File: src/rtl/zpi_pkg.sv
package zpi_pkg;
  typedef enum logic [1:0] {
    ST_IDLE = 2'd0,
    ST_LO   = 2'd1,
    ST_HI   = 2'd2,
    ST_SUM  = 2'd3
  } zpi_state_e;

  typedef enum logic {
    MODE_PRE  = 1'b0,
    MODE_POST = 1'b1
  } zpi_mode_e;
endpackage

File: src/rtl/zpi_seq_fsm.sv
module zpi_seq_fsm
  import zpi_pkg::*;
(
  input  logic clk,
  input  logic rst_n,
  input  logic start,
  output logic accept,
  output logic rd_en,
  output logic phase_hi,
  output logic finish
);
  zpi_state_e state_q, state_d;

  always_comb begin
    state_d = state_q;
    case (state_q)
      ST_IDLE: if (start) state_d = ST_LO;
      ST_LO:   state_d = ST_HI;
      ST_HI:   state_d = ST_SUM;
      ST_SUM:  state_d = ST_IDLE;
      default: state_d = ST_IDLE;
    endcase
  end

  always_ff @(posedge clk or negedge rst_n) begin
    if (!rst_n) state_q <= ST_IDLE;
    else        state_q <= state_d;
  end

  assign accept   = (state_q == ST_IDLE) && start;
  assign rd_en    = (state_q == ST_LO) || (state_q == ST_HI);
  assign phase_hi = (state_q == ST_HI);
  assign finish   = (state_q == ST_SUM);
endmodule

File: src/rtl/zpi_ptr_locator.sv
module zpi_ptr_locator
  import zpi_pkg::*;
#(
  parameter int DATA_W = 8,
  localparam int ADDR_W = 2 * DATA_W
) (
  input  logic              clk,
  input  logic              rst_n,
  input  logic              accept,
  input  logic              phase_hi,
  input  logic              mode,
  input  logic [DATA_W-1:0] operand,
  input  logic [DATA_W-1:0] idx_x,
  input  logic [DATA_W-1:0] idx_y,
  output logic [ADDR_W-1:0] rd_addr,
  output logic [DATA_W-1:0] post_idx
);
  logic [DATA_W-1:0] loc_q, loc_d;
  logic [DATA_W-1:0] yq_q, yq_d;
  logic [DATA_W-1:0] byte_sel;

  always_comb begin
    loc_d = loc_q;
    yq_d  = yq_q;
    if (accept) begin
      if (zpi_mode_e'(mode) == MODE_PRE) begin
        loc_d = operand + idx_x;
        yq_d  = '0;
      end else begin
        loc_d = operand;
        yq_d  = idx_y;
      end
    end
  end

  always_ff @(posedge clk or negedge rst_n) begin
    if (!rst_n) begin
      loc_q <= '0;
      yq_q  <= '0;
    end else if (accept) begin
      loc_q <= loc_d;
      yq_q  <= yq_d;
    end
  end

  assign byte_sel = phase_hi ? loc_q + DATA_W'(1) : loc_q;
  assign rd_addr  = {{DATA_W{1'b0}}, byte_sel};
  assign post_idx = yq_q;
endmodule

File: src/rtl/zpi_ea_unit.sv
module zpi_ea_unit #(
  parameter int DATA_W = 8,
  localparam int ADDR_W = 2 * DATA_W
) (
  input  logic              clk,
  input  logic              rst_n,
  input  logic              phase_hi,
  input  logic              finish,
  input  logic [DATA_W-1:0] rd_data,
  input  logic [DATA_W-1:0] post_idx,
  output logic [ADDR_W-1:0] ea,
  output logic              done
);
  logic [DATA_W-1:0] lo_q;
  logic [ADDR_W-1:0] ea_q, ea_d;
  logic              done_q;

  always_comb begin
    ea_d = {rd_data, lo_q} + {{DATA_W{1'b0}}, post_idx};
  end

  always_ff @(posedge clk or negedge rst_n) begin
    if (!rst_n) lo_q <= '0;
    else if (phase_hi) lo_q <= rd_data;
  end

  always_ff @(posedge clk or negedge rst_n) begin
    if (!rst_n) ea_q <= '0;
    else if (finish) ea_q <= ea_d;
  end

  always_ff @(posedge clk or negedge rst_n) begin
    if (!rst_n) done_q <= 1'b0;
    else        done_q <= finish;
  end

  assign ea   = ea_q;
  assign done = done_q;
endmodule

File: src/rtl/zpi_ea_gen.sv
module zpi_ea_gen #(
  parameter int DATA_W = 8,
  localparam int ADDR_W = 2 * DATA_W
) (
  input  logic              clk,
  input  logic              rst_n,
  input  logic              start,
  input  logic              mode,
  input  logic [DATA_W-1:0] operand,
  input  logic [DATA_W-1:0] idx_x,
  input  logic [DATA_W-1:0] idx_y,
  output logic              rd_en,
  output logic [ADDR_W-1:0] rd_addr,
  input  logic [DATA_W-1:0] rd_data,
  output logic [ADDR_W-1:0] ea,
  output logic              done
);
  logic accept, phase_hi, finish;
  logic [DATA_W-1:0] post_idx;

  zpi_seq_fsm u_fsm (
    .clk(clk), .rst_n(rst_n), .start(start), .accept(accept),
    .rd_en(rd_en), .phase_hi(phase_hi), .finish(finish)
  );

  zpi_ptr_locator #(.DATA_W(DATA_W)) u_loc (
    .clk(clk), .rst_n(rst_n), .accept(accept), .phase_hi(phase_hi),
    .mode(mode), .operand(operand), .idx_x(idx_x), .idx_y(idx_y),
    .rd_addr(rd_addr), .post_idx(post_idx)
  );

  zpi_ea_unit #(.DATA_W(DATA_W)) u_ea (
    .clk(clk), .rst_n(rst_n), .phase_hi(phase_hi), .finish(finish),
    .rd_data(rd_data), .post_idx(post_idx), .ea(ea), .done(done)
  );
endmodule

File: config.mk
export PLATFORM = sky130hd
export DESIGN_NAME = zpi_ea_gen
export DESIGN_NICKNAME = d
export VERILOG_FILES = /design/src/rtl/zpi_pkg.sv /design/src/rtl/zpi_seq_fsm.sv /design/src/rtl/zpi_ptr_locator.sv /design/src/rtl/zpi_ea_unit.sv /design/src/rtl/zpi_ea_gen.sv
export SDC_FILE = /design/constraint.sdc
export NUM_CORES = 1
export LEC_CHECK = 0
export BUFFER_PORTS_ARGS = -buffer_cell sky130_fd_sc_hd__buf_2
export CELL_PAD_IN_SITES_DETAIL_PLACEMENT = 0
export CELL_PAD_IN_SITES_GLOBAL_PLACEMENT = 1
export CORE_MARGIN = 2
export CORE_UTILIZATION = 43
export DETAILED_ROUTE_END_ITERATION = 12
export GPL_TIMING_DRIVEN = 0
export PLACE_DENSITY = 0.86
export SLEW_MARGIN = 25
export SYNTH_ARGS = -nofsm -noshare
export SYNTH_HDL_FRONTEND = slang
export SYNTH_SLANG_ARGS = --single-unit
File: constraint.sdc
create_clock -name clk -period 6.1 [get_ports clk]
set_clock_uncertainty 0.2 [all_clocks]
set_input_delay 1.22 -clock clk [delete_from_list [all_inputs] [get_ports clk]]
set_output_delay 1.22 -clock clk [all_outputs]
set_load 0.005 [all_outputs]
# Word level (Yosys, flattened, before mapping)
# Index checks and enable logic that the tools add are counted.
[classes]
n_addsub = 3
multipliers = 0
div_mod_pow = 0
magnitude_cmp = 0
n_eq_ne = 4
shifts = 0
muxes = 5
bitwise = 0
reduce_logical = 3
[op_table]
columns = ["cell", "count"]
rows = [
  ["$mux 8", 3],
  ["$add 16x8->16", 1],
  ["$add 8x1->8 const B", 1],
  ["$add 8x8->8", 1],
  ["$pmux 2 s4", 1],
  ["$eq 2x2->1 const B", 2],
  ["$eq 2x1->1 const B", 1],
  ["$logic_not 2->1", 1],
  ["$mux 2", 1],
  ["$ne 2x2->1 const B", 1],
  ["$logic_and 1x1->1", 1],
  ["$logic_or 1x1->1", 1],
]
[totals]
register_bits = 43
latch_bits = 0
ram_bits = 0
mem_bits_ro = 0
input_bits = 36
out_inout_bits = 34
wordCells = 21
mem_count = 0

# Logic depth before layout (Yosys ltp)
# Gate-level depths: netlist (run 1).
[logic_depth]
word_depth = 2
mapped_depth = 9

# By module
# From an unflattened synthesis (run 1), not the netlist that was laid out.
[hier_totals]
hier_cells = 292
hier_area_um2 = 2816.5
[modules_own_cells]
columns = ["module", "instances", "cells_each", "area_each_um2"]
rows = [
  ["zpi_ea_unit", 1, 134, 1445.1],
  ["zpi_ptr_locator", 1, 145, 1213.7],
  ["zpi_seq_fsm", 1, 13, 157.7],
]

# Least setup slack after synthesis (run 1)
# No wires, ideal clock.
[synth_path]
path_type = "input -> register"
startpoint = "input operand[3]"
endpoint = "register u_loc.loc_q[7]"
setup_time_ns = 0.124
t_arrival_ns = 2.561
t_required_ns = 5.776
path_slack_ns = 3.215
cell_stages = 7
n_path_buf = 0
path_cell_list = "ha_1 > a21oi_1 > o22ai_1 > o41ai_2 > xor2_1 > o21a_1 > o31a_1"
[synth_between]
elab_chain_cells = 2
[synth_rtl]
columns = ["element", "line_no", "text"]
rows = [
  ["start, declared", "zpi_ea_gen.sv:9", "input logic [DATA_W-1:0] operand,"],
  ["$add 8x8->8", "zpi_ptr_locator.sv:27", "loc_d = operand + idx_x;"],
  ["$mux 8", "zpi_ptr_locator.sv:26", "if (zpi_mode_e'(mode) == MODE_PRE) begin"],
  ["end signal, assigned", "zpi_ptr_locator.sv:41", "loc_q <= loc_d;"],
  ["end, declared", "zpi_ptr_locator.sv:18", "logic [DATA_W-1:0] loc_q, loc_d;"],
]
# Every way passes these cells.
# A chain may end at the register's enable or synchronous reset.

# Worst setup path in the final report (run 1)
[layout_path]
startpoint = "register u_fsm.state_q[0]"
endpoint = "output rd_addr[1]"
[layout_between]
elab_chain_cells = 2
[layout_rtl]
columns = ["element", "line_no", "text"]
rows = [
  ["start, declared", "zpi_seq_fsm.sv:12", "zpi_state_e state_q, state_d;"],
  ["start signal, assigned", "zpi_seq_fsm.sv:27", "else state_q <= state_d;"],
  ["$eq 2x2->1", "zpi_seq_fsm.sv:32", "assign phase_hi = (state_q == ST_HI);"],
  ["$mux 8", "zpi_ptr_locator.sv:46", "assign byte_sel = phase_hi ? loc_q + DATA_W'(1) : loc_q;"],
  ["end, declared", "zpi_ea_gen.sv:13", "output logic [ADDR_W-1:0] rd_addr,"],
]
# Every way passes these cells.

==> run_results.csv, run 1 <==
group,metric,value,unit
clock_network,hold_buffers,0,
clock_network,post_cts_buffers,0,
layout,sequential_cell_area,1080,sq um
clock_network,cts_root_buf,"sky130_fd_sc_hd__clkbuf_8",
power_and_ir_drop,powerDensity,465,nW/um^2
die,die_height,82.8,um
sta,max-slew-margin-rel,62.2,%
clock_network,tritoncts,"yes",
job,drv_cap,0,
clock_network,cts.htree.levels,2,
clock_network,cts_resized,0,
clock_network,cts_inserted_buffers,5,
die,top_level_i_o_count,70,
layout,insertedDiodeCount,0,
logic_synthesis,mappedNetlistArea,2670,sq um
clock_network,clkSinkCount,43,
sta,finalSetupTns,0,ns
logic_synthesis,synth-xor-area-share,7.55,%
layout,fillers,574,
logic_synthesis,synth_compound_area_share,15.6,%
sta,least_margin_pin_slew,0.567,ns
sta,layout_worst_path_cycle_share,57.9,%
critical_path,timing.critical_path.required,4.68,ns
critical_path,timing.critical_path.from_type,"flop",
detailed_routing,drt_pre_antenna_iters,4,
logic_synthesis,ys_dominant_reg_cell,"sky130_fd_sc_hd__dfrtp_1",
logic_synthesis,post_synth_mux_area_share,8.44,%
layout,flow.area_growth_from_synthesis,20.5,%
critical_path,critPathKind,"reg2out",
placement,hpwl_after_dpl,4.33,mm
global_routing,globalRoute.totalOverflow,0,
logic_synthesis,seq_area_frac_synth,40.3,%
global_routing,first_global_vias,1947,
sta,post-route-worst-setup-slack,2.57,ns
detailed_routing,drt_initial_violations,54,
logic_synthesis,synth_area_in_simple_gates,11.4,%
detailed_routing,wl,5.52,mm
logic_synthesis,yosys.cell_types.count,40,
detailed_routing,wire_per_inst,13.0,um
die,core,5960,sq um
die,die_w,82.8,um
die,floorplan.initialDensity,44.8,%
detailed_routing,drt-vias-per-instance,5.06,
detailed_routing,detail-route-antenna-nets,0,
logic_synthesis,synth-seq-cells,43,
sta,number_of_max_slew_violations_in_the_final_report,0,
clock_network,clock_path_buffers,2,
power_and_ir_drop,p_leak,1.58,nW
global_routing,grt_util_all_layers,16.8,%
die,area_of_the_die,6850,sq um
sta,final.min_clock_period,3.53,ns
global_routing,global_route_wire_length_before_repair,8.70,mm
layout,layout-drive-gt1-share,28.4,%
placement,place.detailed.instances,416,
layout,final_net_count,406,
clock_network,clock_pin_transition_on_the_worst_setup_and_hold_timing_paths,0.08,ns
logic_synthesis,synth_enable_flop_cells,0,
detailed_routing,detailroute.via_count,2147,
detailed_routing,route.detailed.drc,0,
logic_synthesis,syn_inst,273,
global_routing,maximum_number_of_pins_on_one_net_before_global_route_repair,44,
logic_synthesis,synth-async-reset-ratio,100,%
die,floorplan.rows,28,
layout,final_standard_cell_count_with_taps_included_and_fillers_excluded,424,
outcome,outcome,"complete, no violations",
logic_synthesis,synth_area_per_cell,9.77,sq um
sta,max_clock_freq,283,MHz
logic_synthesis,synth_top_family_by_area,"compound AO/OA/AOI/OAI gates",
sta,rsz_0062_raised_after_global_routing,"no",
placement,io_buffer_count,61,
sta,report.final.setup_viol,0,
worst_hold_path,hold_path.class,"reg2reg",
power_and_ir_drop,post-layout-total-power,1.49,mW
global_routing,grt_antenna_before_repair,0,
power_and_ir_drop,vdd_ir_max,0.000255,V
clock_network,clk-insertion-delay-late,0.29,ns
critical_path,crit_path_end_kind,"output port",
sta,final_hold_viol_count,0,
critical_path,worst-path-max-fanout,10,
placement,globalplace.congestion,0.898,
logic_synthesis,post_synth_fa_ha_maj_area_fraction,10.9,%
layout,area_used_by_multi_input_combinational_logic,1470,sq um
critical_path,signal_arrival_time_at_the_worst_endpoint,2.11,ns
placement,post_place_setup_slack,2.84,ns
logic_synthesis,yosys_warnings,0,
[cells in the mapped netlist (all sizes together), types with 2 or more instances]
master,count,area [sq um]
a21o,5,37.5
a21oi,23,119
a31o,2,17.5
and3,2,12.5
buf,10,75.1
clkbuf,7,36.3
dfrtp,43,1080
fa,2,40.0
ha,20,250
inv,11,41.3
mux2,17,195
mux2i,3,30.0
nand2,32,120
nand2b,3,18.8
nand3,6,30.0
nand4,3,18.8
nor2,15,56.3
nor2b,4,25.0
nor3,3,15.0
o2111ai,2,17.5
o21a,2,15.0
o21ai,22,110
o21bai,2,15.0
o22ai,2,12.5
xnor2,12,105
xor2,11,96.3
[path summary, 6_finish.rpt]
path | start | endpoint | cells after the start | slack, ns
min in group asynchronous | rst_n | u_ea.ea[3] | 1 | 0.69
worst min register to register | u_loc.post_idx[7] | u_loc.post_idx[7] | 2 | 0.30
worst min-delay path | u_loc.post_idx[7] | u_loc.post_idx[7] | 2 | 0.30
max in group asynchronous | rst_n | u_ea.lo_q[5] | 1 | 4.62
worst max register to register | u_loc.post_idx[0] | u_ea.ea[14] | 8 | 3.65
worst max-delay path | u_fsm.state_q[0] | rd_addr[1] | 5 | 2.57
[registers in the layout (all words and copies together) (netlist names)]
signal          flops
u_loc.post_idx      8
u_ea.lo_q           8
u_ea.done           1
u_fsm.state_q       2
u_ea.ea            16
u_loc.loc_q         8
[critical path, cell delays in order, from the launching register on]
cell	delay [ns]
sky130_fd_sc_hd__dfrtp_1	0.39
sky130_fd_sc_hd__inv_1	0.12
sky130_fd_sc_hd__ha_1	0.31
sky130_fd_sc_hd__buf_1	0.48
sky130_fd_sc_hd__mux2_2	0.40
sky130_fd_sc_hd__buf_2	0.12
[cell usage in the layout (no fill, tap or decap), types with 3 or more instances in the layout]
cell / netlist / layout
sky130_fd_sc_hd__xor2_1: 11 / 11
sky130_fd_sc_hd__nand2_1: 32 / 32
sky130_fd_sc_hd__clkbuf_8: 1 / 7
sky130_fd_sc_hd__buf_2: 0 / 60
sky130_fd_sc_hd__dfrtp_1: 43 / 43
sky130_fd_sc_hd__a21o_1: 5 / 5
sky130_fd_sc_hd__mux2_2: 16 / 16
sky130_fd_sc_hd__nand3_1: 6 / 6
sky130_fd_sc_hd__nor2b_1: 4 / 4
sky130_fd_sc_hd__xnor2_1: 12 / 12
sky130_fd_sc_hd__nand2b_1: 3 / 3
sky130_fd_sc_hd__ha_1: 20 / 20
sky130_fd_sc_hd__buf_4: 8 / 9
sky130_fd_sc_hd__inv_1: 11 / 11
sky130_fd_sc_hd__nor2_1: 15 / 15
sky130_fd_sc_hd__nor3_1: 3 / 3
sky130_fd_sc_hd__conb_1: 1 / 8
sky130_fd_sc_hd__nand4_1: 3 / 3
sky130_fd_sc_hd__o21ai_0: 22 / 22
sky130_fd_sc_hd__a21oi_1: 22 / 22
sky130_fd_sc_hd__mux2i_1: 3 / 3
sky130_fd_sc_hd__clkbuf_1: 6 / 6
[cell type report]
class | instances | area share, %
Clock buffer | 6 | 2.57
Multi-Input combinational cell | 209 | 45.6
Tap cell | 75 | 2.92
Timing Repair Buffer | 61 | 9.58
Buffer | 17 | 3.47
Clock inverter | 2 | 1.09
Sequential cell | 43 | 33.5
Inverter | 11 | 1.29
[logic make-up after synthesis]
group                    count (synthesis)
XOR/XNOR                                23
buffers and inverters                   28
multiplexers                            20
AO/OA/AOI/OAI                           67
flip-flops                              43
other                                    1
adder cells (fa/ha/maj)                 22
AND/OR/NAND/NOR                         69
[metal layers]
| layer | up-vias | part of all wire, % | global-route usage (%) |
|---|---|---|---|
| li1 | 1083 | - | - |
| met1 | 1007 | 44 | 19.8 |
| met2 | 51 | 49 | 30.3 |
| met3 | 6 | 6.0 | 4.78 |
| met4 | 0 | 0.96 | 3.93 |
| met5 | - | 0 | 0 |
[metrics by stage]
stage	utilization, %	area, sq um	hold slack (ns)
6_report	53.9	3210	0.296
5_1_grt	53.9	3210	0.332
4_1_cts	53.9	3210	0.305
3_5_place_dp	51.9	3090	0.283
3_3_place_gp	51.9	3090	0.273
2_1_floorplan	-	2690	0.256
[report_power, final]
group / leakage (nW) / switching, mW / internal (mW)
registers: 0.519 / 0.0853 / 0.424
logic: 0.996 / 0.377 / 0.380
clock network: 0.0612 / 0.0936 / 0.132
total: 1.58 / 0.556 / 0.937
(Power assumes the default switching activity.)
==> run 2, diff against run 1 <==
- ABC_AREA: not set -> 1
- CORE_UTILIZATION: 43 -> 35
- PLACE_DENSITY: 0.86 -> 0.78
- clock period: 6.1 -> 3.05 ns (I/O delays scaled with it)
==> run 2 against run 1 <==
Net effect:
- first-iteration DRC count is 15% higher
- worst hold slack worse by 0.21 ns
- combinational power increased by 140%
- utilization fell by 11 points
==> run_results.csv, run 2 <==
group,metric,value,unit
global_routing,globalRoute.totalOverflow,0,
die,die_height,95.3,um
layout,finish.instance_area,3480,sq um
power_and_ir_drop,powerDensity,935,nW/um^2
sta,finalSetupTns,0,ns
critical_path,worst-path-max-fanout,10,
layout,insertedDiodeCount,0,
sta,rsz_0062_raised_after_global_routing,"no",
logic_synthesis,yosys_warnings,0,
clock_network,hold_buffers,0,
sta,final_hold_viol_count,0,
sta,max-slew-margin-rel,64.6,%
critical_path,critPathKind,"reg2out",
sta,worst_hold_slack,0.0912,ns
clock_network,clk-insertion-delay-late,0.29,ns
placement,globalplace.congestion,0.851,
clock_network,cts_resized,0,
clock_network,post_cts_buffers,0,
job,drv_cap,0,
detailed_routing,drt_pre_antenna_iters,4,
clock_network,clkSinkCount,43,
layout,finish.utilization,42.8,%
logic_synthesis,mappedNetlistArea,2920,sq um
critical_path,regToRegSetupSlack,1.05,ns
sta,least_margin_pin_slew,0.530,ns
clock_network,clock_pin_transition_on_the_worst_setup_and_hold_timing_paths,0.08,ns
logic_synthesis,synth_area_per_cell,7.53,sq um
detailed_routing,detail-route-antenna-nets,0,
logic_synthesis,synth-seq-cells,43,
detailed_routing,drt_initial_violations,62,
global_routing,maximum_number_of_pins_on_one_net_before_global_route_repair,44,
detailed_routing,drt-vias-per-instance,4.47,
sta,post-route-worst-setup-slack,0.420,ns
logic_synthesis,yosys.area.top_type_share,36.9,%
placement,place.detailed.instances,560,
layout,flow.area_growth_from_synthesis,19.5,%
critical_path,rr_worst_depth,10,
detailed_routing,route.detailed.drc,0,
critical_path,timing.critical_path.required,2.24,ns
logic_synthesis,synth_most_common_cell,"sky130_fd_sc_hd__nand2_1",
sta,number_of_max_slew_violations_in_the_final_report,0,
sta,final.min_clock_period,2.63,ns
global_routing,grt_antenna_before_repair,0,
die,area_of_the_die,9080,sq um
logic_synthesis,yosys.area.top_type,"sky130_fd_sc_hd__dfrtp_1",
critical_path,timing.critical_path.from_type,"flop",
power_and_ir_drop,p_leak,1.93,nW
die,floorplan.initialDensity,35.8,%
die,top_level_i_o_count,70,
sta,report.final.setup_viol,0,
sta,layout_worst_path_cycle_share,86.2,%
layout,layout_common_cells,"sky130_fd_sc_hd__nand2_1 (119), sky130_fd_sc_hd__buf_2 (66), sky130_fd_sc_hd__dfrtp_1 (43), sky130_fd_sc_hd__inv_1 (39), sky130_fd_sc_hd__nor2_1 (30)",
outcome,outcome,"complete, no violations",
logic_synthesis,synth.top_cells.by_count,"sky130_fd_sc_hd__nand2_1 (119), sky130_fd_sc_hd__dfrtp_1 (43), sky130_fd_sc_hd__inv_1 (39)",
clock_network,cts.htree.levels,2,
global_routing,grt_util_all_layers,15.3,%
logic_synthesis,ys_dominant_reg_cell,"sky130_fd_sc_hd__dfrtp_1",
layout,final_standard_cell_count_with_taps_included_and_fillers_excluded,567,
placement,post_place_setup_slack,0.756,ns
critical_path,crit_path_end_kind,"output port",
die,floorplan.rows,33,
worst_hold_path,hold_path.class,"in2async",
layout,final_net_count,520,
critical_path,worst_r2r_startpoint,"u_loc.post_idx[0]",
global_routing,global_route_wire_length_before_repair,10.9,mm
logic_synthesis,yosys.cell_types.count,34,
placement,hpwl_after_dpl,5.32,mm
logic_synthesis,seq_area_frac_synth,36.9,%
detailed_routing,wire_per_inst,11.5,um
power_and_ir_drop,post-layout-total-power,3.26,mW
clock_network,cts_root_buf,"sky130_fd_sc_hd__clkbuf_8",
global_routing,first_global_vias,2387,
critical_path,signal_arrival_time_at_the_worst_endpoint,1.82,ns
die,core,8130,sq um
detailed_routing,wl,6.51,mm
logic_synthesis,synth-async-reset-ratio,100,%
detailed_routing,detailroute.via_count,2537,
logic_synthesis,synth.area.top_cells,"sky130_fd_sc_hd__dfrtp_1 (37%), sky130_fd_sc_hd__nand2_1 (15%), sky130_fd_sc_hd__ha_1 (8.6%), sky130_fd_sc_hd__inv_1 (5.0%), sky130_fd_sc_hd__nand3_1 (4.6%)",
placement,io_buffer_count,61,
sta,max_clock_freq,380,MHz
placement,post_dp_cell_area,3380,sq um
power_and_ir_drop,vdd_ir_max,0.000274,V
logic_synthesis,syn_inst,387,
clock_network,cts_inserted_buffers,5,
layout,final_common_cell,"sky130_fd_sc_hd__nand2_1",
clock_network,tritoncts,"yes",
clock_network,clock_path_buffers,2,
logic_synthesis,synth_enable_flop_cells,0,
layout,largest_register_ffs,16,
die,die_w,95.3,um
layout,layout-drive-gt1-share,23.4,%
critical_path,worst_r2r_endpoint,"u_ea.ea[10]",
-- run 2: how the worst max path moves through the flow --
| stage | depth (start not counted) | slack (ns) | to | start |
|---|---|---|---|---|
| 4_1_cts | 7 | 0.43 | rd_addr[1] | u_fsm.state_q[0] |
| 3_5_place_dp | 7 | 0.76 | rd_addr[1] | u_fsm.state_q[0] |
| 2_1_floorplan | 6 | 1.06 | rd_addr[7] | u_fsm.state_q[0] |
| 6_report | 7 | 0.42 | rd_addr[1] | u_fsm.state_q[0] |
| 5_1_grt | 7 | 0.31 | rd_addr[1] | u_fsm.state_q[0] |
| 3_3_place_gp | 7 | 0.76 | rd_addr[1] | u_fsm.state_q[0] |
-- run 2: kinds of logic (layout without fill, tap and decap cells) --
kind of cell,after synthesis,after routing,share of synthesized area [%]
AO/OA/AOI/OAI,48,48,9.44
XOR/XNOR,15,15,4.51
adder cells (fa/ha/maj),22,22,9.96
buffers and inverters,61,129,9.48
flip-flops,43,43,36.9
multiplexers,1,1,0.386
other,1,8,0.129
AND/OR/NAND/NOR,196,196,29.2
-- run 2: worst max-delay path: stages, from the launching register on --
cell	delay [ns]
sky130_fd_sc_hd__dfrtp_1	0.38
sky130_fd_sc_hd__inv_1	0.11
sky130_fd_sc_hd__ha_1	0.21
sky130_fd_sc_hd__buf_2	0.25
sky130_fd_sc_hd__buf_2	0.27
sky130_fd_sc_hd__nand2_1	0.07
sky130_fd_sc_hd__o21ai_0	0.08
sky130_fd_sc_hd__buf_2	0.15
-- run 2: layer usage --
metal,track usage [%],wire (um)
met5,0,0
met4,3.86,91
met3,2.92,300
met2,25.4,3040
met1,20.4,3080
-- run 2: report_power, final --
group / total (mW) / leakage [nW] / internal (mW) / switching [mW]
clock: 0.429 / 0.0513 / 0.240 / 0.189
combinational: 1.81 / 1.36 / 0.766 / 1.04
sequential: 1.02 / 0.520 / 0.847 / 0.176
-- run 2: layout make-up --
| type | instances | area, sq um |
|---|---|---|
| inverter | 43 | 161 |
| tap | 105 | 131 |
| multi-input combinational | 290 | 1590 |
| buffer | 18 | 115 |
| clock buffer | 6 | 72.6 |
| sequential | 43 | 1080 |
| timing repair buffer | 61 | 308 |
| fill | 876 | 4650 |
| clock inverter | 1 | 30.0 |
==> run 3, diff against run 2 <==
- SYNTH_HIERARCHICAL: not set -> 1
- clock period: 3.05 -> 2.4 ns (I/O delays scaled with it)
==> run 3 against run 2 <==
Net effect:
- non-clock buffer count up 3
- largest cell class unchanged
- utilization up 1.0 points
- flip-flop and latch count unchanged
- final cell count up 4.2%
- first-iteration DRC count up 31%
- largest power group unchanged
- critical path depth unchanged
- register-to-register slack worse by 0.71 ns
- sequential power up 31%
- cell area up 3.4%
- the run now ends with hold timing left
==> run_results.csv, run 3 <==
group,metric,value,unit
logic_synthesis,post_synth_mux_area_share,0.759,%
logic_synthesis,synth-seq-cells,43,
logic_synthesis,synth.top_cells.by_count,"sky130_fd_sc_hd__nand2_1 (131), sky130_fd_sc_hd__inv_1 (50), sky130_fd_sc_hd__dfrtp_1 (43)",
logic_synthesis,synth_most_common_cell,"sky130_fd_sc_hd__nand2_1",
clock_network,cts_root_buf,"sky130_fd_sc_hd__clkbuf_8",
sta,post-route-worst-setup-slack,0.0670,ns
sta,final_hold_viol_count,43,
sta,max-slew-margin-rel,64.0,%
placement,hpwl_after_dpl,5.45,mm
global_routing,grt_antenna_before_repair,0,
logic_synthesis,yosys.area.top_type,"sky130_fd_sc_hd__dfrtp_1",
logic_synthesis,synth_enable_flop_cells,0,
sta,max_clock_freq,429,MHz
power_and_ir_drop,vdd_ir_max,0.000311,V
detailed_routing,highest_layer,"met4",
sta,worst_hold_slack,-0.0473,ns
logic_synthesis,mappedNetlistArea,2970,sq um
power_and_ir_drop,p_leak,2.02,nW
sta,report.final.setup_viol,0,
clock_network,cts.htree.levels,2,
sta,final.min_clock_period,2.33,ns
layout,flow.area_growth_from_synthesis,21.4,%
global_routing,globalRoute.totalOverflow,0,
logic_synthesis,syn_inst,406,
critical_path,timing.critical_path.from_type,"flop",
logic_synthesis,seq_area_frac_synth,36.3,%
outcome,outcome,"finished with violations",
layout,layout-drive-gt1-share,23.5,%
sta,number_of_max_slew_violations_in_the_final_report,0,
detailed_routing,detailroute.via_count,2694,
global_routing,global_route_wire_length_before_repair,11.4,mm
job,drv_cap,0,
logic_synthesis,post_synth_fa_ha_maj_area_fraction,9.78,%
clock_network,cts_inserted_buffers,5,
sta,least_margin_pin_slew,0.540,ns
layout,final_net_count,543,
die,core,8220,sq um
placement,io_buffer_count,61,
logic_synthesis,yosys.area.top_type_share,36.3,%
sta,finalSetupTns,0,ns
critical_path,worst-path-max-fanout,4,
critical_path,critPathKind,"reg2out",
logic_synthesis,ys_dominant_reg_cell,"sky130_fd_sc_hd__dfrtp_1",
detailed_routing,wl,6.95,mm
global_routing,maximum_number_of_pins_on_one_net_before_global_route_repair,44,
detailed_routing,wire_per_inst,11.8,um
logic_synthesis,synth_compound_area_share,6.28,%
clock_network,hold_buffers,0,
layout,final_common_cell,"sky130_fd_sc_hd__nand2_1",
detailed_routing,wl_met2,3.39,mm
logic_synthesis,synth_area_in_simple_gates,33.2,%
power_and_ir_drop,powerDensity,1140,nW/um^2
logic_synthesis,yosys_warnings,6,
logic_synthesis,yosys.cell_types.count,30,
die,die_height,96.1,um
detailed_routing,dr_wl_met3,283,um
clock_network,clock_pin_transition_on_the_worst_setup_and_hold_timing_paths,0.09,ns
detailed_routing,met1_length,3.15,mm
layout,finish.utilization,43.8,%
clock_network,clock_path_buffers,2,
outcome,failed_checks,"hold timing",
die,floorplan.initialDensity,36.1,%
placement,post_place_setup_slack,-0.0416,ns
layout,largest_register_ffs,16,
clock_network,clk-insertion-delay-late,0.31,ns
sta,layout_worst_path_cycle_share,97.2,%
layout,layout_common_cells,"sky130_fd_sc_hd__nand2_1 (130), sky130_fd_sc_hd__buf_2 (65), sky130_fd_sc_hd__inv_1 (49), sky130_fd_sc_hd__nand3_1 (42), sky130_fd_sc_hd__dfrtp_1 (42)",
placement,globalplace.congestion,0.825,
critical_path,timing.critical_path.required,1.72,ns
logic_synthesis,synth.area.top_cells,"sky130_fd_sc_hd__dfrtp_1 (36%), sky130_fd_sc_hd__nand2_1 (17%), sky130_fd_sc_hd__ha_1 (8.4%), sky130_fd_sc_hd__nand3_1 (7.1%), sky130_fd_sc_hd__inv_1 (6.3%)",
clock_network,tritoncts,"yes",
detailed_routing,drt_initial_violations,81,
global_routing,grt_util_all_layers,16.0,%
detailed_routing,detail-route-antenna-nets,0,
critical_path,crit_path_end_kind,"output port",
detailed_routing,route.detailed.drc,0,
worst_hold_path,hold_path.class,"in2async",
layout,insertedDiodeCount,0,
die,floorplan.rows,33,
critical_path,signal_arrival_time_at_the_worst_endpoint,1.65,ns
logic_synthesis,synth_top_family_by_area,"simple AND/OR/NAND/NOR gates",
die,area_of_the_die,9230,sq um
global_routing,first_global_vias,2560,
logic_synthesis,synth-async-reset-ratio,100,%
sta,rsz_0062_raised_after_global_routing,"yes",
die,top_level_i_o_count,70,
die,die_w,96.1,um
detailed_routing,drt_pre_antenna_iters,4,
detailed_routing,drt-vias-per-instance,4.56,
logic_synthesis,synth_area_per_cell,7.31,sq um
clock_network,clkSinkCount,43,
logic_synthesis,synth-xor-area-share,3.54,%
## run 3: cell count changes after synthesis, sizes merged
| cell | previous run | this run |
|---|---|---|
| a21o | 1 | 0 |
| or2 | 0 | 3 |
| nand2 | 128 | 136 |
| mux2 | 1 | 2 |
| a21oi | 23 | 18 |
| nand3 | 28 | 45 |
| inv | 43 | 53 |
| o21ai | 23 | 14 |
| nand3b | 2 | 5 |
| buf | 14 | 13 |
| a22oi | 1 | 3 |
| xnor2 | 8 | 7 |
| xor2 | 7 | 5 |
| nor2 | 33 | 27 |
## run 3: path summary, 6_finish.rpt
path / start / endpoint / slack, ns / cells past startpoint
max: u_fsm/state_q[0] / rd_addr[6] / 0.07 / 7
min: rst_n / u_loc/post_idx[7] / -0.05 / 1
max reg2reg: u_loc/post_idx[0] / u_ea/ea[10] / 0.34 / 10
min reg2reg: u_ea/ea[0] / u_ea/ea[0] / 0.27 / 2
max in group asynchronous: rst_n / u_loc/loc_q[0] / 1.65 / 1
min in group clk: idx_y[7] / u_loc/post_idx[7] / 0.19 / 3
## run 3: cell families (layout without fill, tap and decap cells)
logic type	after synthesis	count (layout)
other cells	1	8
mux	2	2
fa+ha+maj	22	22
buf+inv	70	143
simple gates	221	221
flops	43	43
xor+xnor	12	12
compound gates	35	35
## run 3: repair_timing
item,CTS,global route
endpoints found under the setup margin,6,3
resized for setup,3,8
buffers inserted,2,2
pin swaps,1,4
hold endpoints to repair,0,0
## run 3: final cells by class
type	instances	area [sq um]
buffer	17	100
clock buffer	5	68.8
clock inverter	3	20.0
fill	880	4620
inverter	53	199
multi-input combinational	300	1670
sequential	43	1080
tap	105	131
timing repair buffer	65	338
## run 3: where the power goes
group / switching, mW / internal (mW)
sequential: 0.257 / 1.08
combinational: 1.33 / 0.975
clock: 0.270 / 0.203
## run 3: layer usage
metal,track usage [%],vias to the layer above
met5,0,-
met4,5.48,0
met3,2.90,10
met2,27.8,54
met1,19.9,1202
li1,-,1428
## run 3: worst max-delay path, cell delays in order (launching register included)
cell and delay (ns):
sky130_fd_sc_hd__dfrtp_1 0.41, sky130_fd_sc_hd__inv_2 0.10, sky130_fd_sc_hd__ha_4 0.19, sky130_fd_sc_hd__nand2_4 0.07, sky130_fd_sc_hd__nor2_4 0.11, sky130_fd_sc_hd__nand4_1 0.10, sky130_fd_sc_hd__xnor2_1 0.21, sky130_fd_sc_hd__buf_2 0.15
## run 3: per-stage QoR
stage	instance area [sq um]	std cells	power [mW]
after floorplan	2990	413	2.84
after global placement	3430	579	3.51
after detailed placement	3430	579	3.54
after CTS	3550	589	4.08
after global routing	3600	591	4.58
final	3600	591	4.11
